**src/rtl/busLatencyPkg.sv**
```systemverilog
package busLatencyPkg;
  typedef struct packed {
    logic load;
    logic dec;
  } cntStrobes_t;
endpackage

```
**src/rtl/busLatencyDatapath.sv**
```systemverilog
module busLatencyDatapath
  import busLatencyPkg::*;
#(
  parameter int CNT_W = 8
) (
  input  logic             clk,
  input  logic             rstN,
  input  cntStrobes_t      strb,
  input  logic [CNT_W-1:0] loadVal,
  output logic             cntZero
);
  logic [CNT_W-1:0] count;

  always_ff @(posedge clk) begin
    if (!rstN)          count <= '0;
    else if (strb.load) count <= loadVal;
    else if (strb.dec)  count <= count - CNT_W'(1);
  end

  assign cntZero = (count == '0);

  assert_load_R2: assert property (@(posedge clk) disable iff (!rstN)
    strb.load |=> count == $past(loadVal));
  assert_dec_R3: assert property (@(posedge clk) disable iff (!rstN)
    (strb.dec && !strb.load) |=> count == $past(count) - CNT_W'(1));
  assert_hold_zero_R5: assert property (@(posedge clk) disable iff (!rstN)
    (cntZero && !strb.load) |=> cntZero);
endmodule

```
**src/rtl/busLatencyControl.sv**
```systemverilog
module busLatencyControl
  import busLatencyPkg::*;
(
  input  logic        clk,
  input  logic        rstN,
  input  logic        grant,
  input  logic        othersWaiting,
  input  logic        xferActive,
  input  logic        cntZero,
  output cntStrobes_t strb,
  output logic        mustRelease,
  output logic        reRequestOk
);
  logic grantQ;
  logic gain;
  logic spent;

  always_ff @(posedge clk) begin
    if (!rstN) grantQ <= 1'b0;
    else       grantQ <= grant;
  end

  assign gain  = grant && !grantQ;
  assign spent = grantQ && grant && cntZero;

  always_comb begin
    strb.load = gain;
    strb.dec  = grant && !gain && !cntZero;
  end

  assign mustRelease = spent && xferActive && othersWaiting;
  assign reRequestOk = spent && !othersWaiting;

  assert_idle_no_flag_R6: assert property (@(posedge clk) disable iff (!rstN)
    mustRelease |-> xferActive);
  assert_exclusive_R7: assert property (@(posedge clk) disable iff (!rstN)
    !(mustRelease && reRequestOk));
  assert_no_grant_quiet_R8: assert property (@(posedge clk) disable iff (!rstN)
    !grant |-> (!mustRelease && !reRequestOk));
  assert_gain_reload_R2: assert property (@(posedge clk) disable iff (!rstN)
    (grant && !grantQ) |-> !(mustRelease || reRequestOk));
endmodule

```
**src/rtl/busLatencyTimer.sv**
```systemverilog
module busLatencyTimer
  import busLatencyPkg::*;
#(
  parameter int CNT_W = 8
) (
  input  logic             clk,
  input  logic             rstN,
  input  logic [CNT_W-1:0] latencyValue,
  input  logic             grant,
  input  logic             othersWaiting,
  input  logic             xferActive,
  output logic             mustRelease,
  output logic             reRequestOk
);
  cntStrobes_t strb;
  logic        cntZero;

  busLatencyControl u_ctrl (
    .clk(clk), .rstN(rstN), .grant(grant), .othersWaiting(othersWaiting),
    .xferActive(xferActive), .cntZero(cntZero), .strb(strb),
    .mustRelease(mustRelease), .reRequestOk(reRequestOk)
  );

  busLatencyDatapath #(.CNT_W(CNT_W)) u_dp (
    .clk(clk), .rstN(rstN), .strb(strb), .loadVal(latencyValue), .cntZero(cntZero)
  );
endmodule

```
**config.mk**
```make
export PLATFORM = sky130hd
export DESIGN_NAME = busLatencyTimer
export DESIGN_NICKNAME = d
export VERILOG_FILES = /design/src/rtl/busLatencyPkg.sv /design/src/rtl/busLatencyDatapath.sv /design/src/rtl/busLatencyControl.sv /design/src/rtl/busLatencyTimer.sv
export SDC_FILE = /design/constraint.sdc
export NUM_CORES = 1
export LEC_CHECK = 0
export ABC_AREA = 1
export ABC_CLOCK_PERIOD_IN_PS = 1600
export BUFFER_PORTS_ARGS = -buffer_cell sky130_fd_sc_hd__buf_2
export CAP_MARGIN = 30
export CORE_MARGIN = 2
export CORE_UTILIZATION = 45
export DETAILED_ROUTE_END_ITERATION = 10
export PLACE_DENSITY = 0.73
export SYNTH_ARGS = -nofsm -noshare
export SYNTH_HDL_FRONTEND = slang
export SYNTH_SLANG_ARGS = --single-unit
```
**constraint.sdc**
```tcl
create_clock -name clk -period 1.6 [get_ports clk]
set_input_delay 0.08 -clock clk [delete_from_list [all_inputs] [get_ports clk]]
set_output_delay 0.08 -clock clk [all_outputs]
set_load 0.005 [all_outputs]
```
==> flow_summary.ini <==
[sta]
tightest_slew_ns = 0.288
setup_ws_ns = 0.139
layout_min_cycle_time_ns = 1.46
final.setup_skew_ns = 0.0109
rsz0062_at_grt = false
maxSlewViolCount = 0
fmax_mhz = 685
finalCritPeriodShare_pct = 91.3
tns_ns = 0
slew_headroom_pct = 80.7
final_hold_viol_count = 0
fin_hold_ws_ns = 0.0509
setup_viol = 0

[critical_path]
startpoint = u_dp.count[1]$_SDFFE_PN0P_
rrSetupSlack_ns = 0.16
cp-start-kind = flop
cp-end-kind = primary output
crit_type = flop to primary output
crit_required_ns = 1.52
reg2reg_to = u_dp.count[6]$_SDFFE_PN0P_
rr_worst_depth = 10
crit_fanout = 4
r2r_start = u_dp.count[0]$_SDFFE_PN0P_
crit_arrival_ns = 1.38

[finish]
fin_util_pct = 57.9
fin_cells = 137
insertedDiodeCount = 0
fillers = 130
syn2layout_area_growth_pct = 18.4
final_nets = 138
fin_area_um2 = 772
drive_above_1_share_pct = 33.6

[cts]
cts_made_buffers = 3
clock_sink_count = 9
clk_pin_slew_ns = 0.07
cts_hold_buf = 0
clock_latency_ns = 0.28
cts_max_level = 1
cts_buffer_depth = 2
cts_tree = done
cts-root-buf = clkbuf_4

[grt]
grt_pass1_wl_um = 2410
grt_max_degree = 15
grt_pass1_vias = 564
grt_usage_pct = 17.4
grt-ovfl-total = 0
antenna_found_initial = 0

[place]
port_buffers = 14
dp.cells = 131
pre_cts_ws_ns = 0.209
globalplace.congestion = 0.875
dpl_cell_area_um2 = 728
post-dp-hpwl_um = 1010

[yosys]
syn_inst = 102
syn_area_um2 = 652
syn_nets = 117
syn_avg_cell_area_um2 = 6.39
ys_ff_latch = 9
synth-edff-count = 0
synth_most_common_cell = nand2_1
async_reset_ff_share_pct = 0
synth_commonest_cells = 29 x nand2_1, 15 x nor2_1, 12 x inv_1
synthFlopType = dfxtp_1
yosysTopAreaCell = dfxtp_1
synthDistinctLibCells = 17
yosysSeqAreaShare_pct = 27.6
yosys.area.top_type_share_pct = 27.6
yosysWarnings = 0
synthTopCellsByArea = dfxtp_1 28%, nand2_1 17%, a21oi_2 9.4%

[power_and_ir_drop]
p_leak_nw = 0.393
power_uw = 666
vdd_ir_drop_max_mv = 0.452
powerDensity_nw_per_um2 = 862

[drt]
drt_iter0_markers = 5
final_antenna_net_count = 0
num_vias = 671
drt-pass1-iter-count = 4
post_drt_wl_per_cell_um = 9.81
drc = 0
via_per_inst = 4.90
routed_wl_um = 1340

[worst_hold_path]
hold_class = primary input to flop
worstHoldStart = rstN
holdPathEnd = u_ctrl.grantQ$_SDFF_PN0_
min_path_cells = 3

[die]
die_w_um = 42.1
die_area_um2 = 1770
core_area_um2 = 1330
chipHeight_um = 42.1
io_pins = 15
row_count = 13
initial_core_util_pct = 48.9

[run]
maxCapViolations = 0

[outcome]
status = finished, final reports clean
-- worst max-delay path, cell delays in order, from the launching register on --
cell,delay [ns]
dfxtp_1,0.33
inv_2,0.09
ha_1,0.14
nand2_1,0.06
nor2_2,0.11
nand2_2,0.08
inv_1,0.05
nand2_1,0.05
nor2_1,0.08
buf_2,0.11
-- cell families after synthesis --
logic type               Yosys count  share of synthesized area, %
buffers and inverters             15                          11.1
adder cells (fa/ha/maj)            2                          3.84
AND/OR/NAND/NOR                   61                          41.7
AO/OA/AOI/OAI                     15                          15.7
flip-flops                         9                          27.6
-- per-layer routing --
metal	global-route usage (%)	wire length, um
met1	24.7	689
met2	25.0	571
met3	2.59	55
met4	9.38	27
met5	0	0
-- how the worst max path moves through the flow --
stage | endpoint | slack [ns]
after floorplan | u_dp.count[6]$_SDFFE_PN0P_ | 0.33
after global placement | u_dp.count[3]$_SDFFE_PN0P_ | 0.23
after detailed placement | u_dp.count[3]$_SDFFE_PN0P_ | 0.21
after CTS | mustRelease | 0.05
after global routing | mustRelease | 0.003
final | mustRelease | 0.14
-- sequential cells by signal, summed over array words and instances (netlist names) --
name and flops:
u_dp.count 8, u_ctrl.grantQ 1
-- final cells by class --
type | count | area [um^2] | share of cell area (%)
clock buffer | 4 | 26.3 | 3.40
sequential | 9 | 180 | 23.3
multi-input combinational | 78 | 402 | 52.0
timing repair buffer | 17 | 92.6 | 12.0
tap | 15 | 18.8 | 2.43
inverter | 14 | 52.6 | 6.81
-- cells in the final DEF, fill, tap and decap left out, drive strengths merged --
cell    synthesis  routed
nand2          36      36
clkbuf          0       4
ha              2       2
buf             1      17
a21oi           8       8
inv            14      14
nand3           8       8
o21ai           6       6
o22ai           1       1
dfxtp           9       9
nor2           17      17
-- power breakdown --
| group | switching [mW] | internal [mW] | leakage [nW] |
|---|---|---|---|
| Sequential | 0.0210 | 0.244 | 0.0743 |
| Combinational | 0.126 | 0.0871 | 0.304 |
| Clock | 0.0907 | 0.0965 | 0.0150 |
-- timing repair --
action,in CTS,in global routing
resized for setup,0,3
hold endpoints to repair,0,0
setup endpoints to repair,0,2
buffers inserted,0,2
Note: power is estimated with default switching activity, not from simulation.
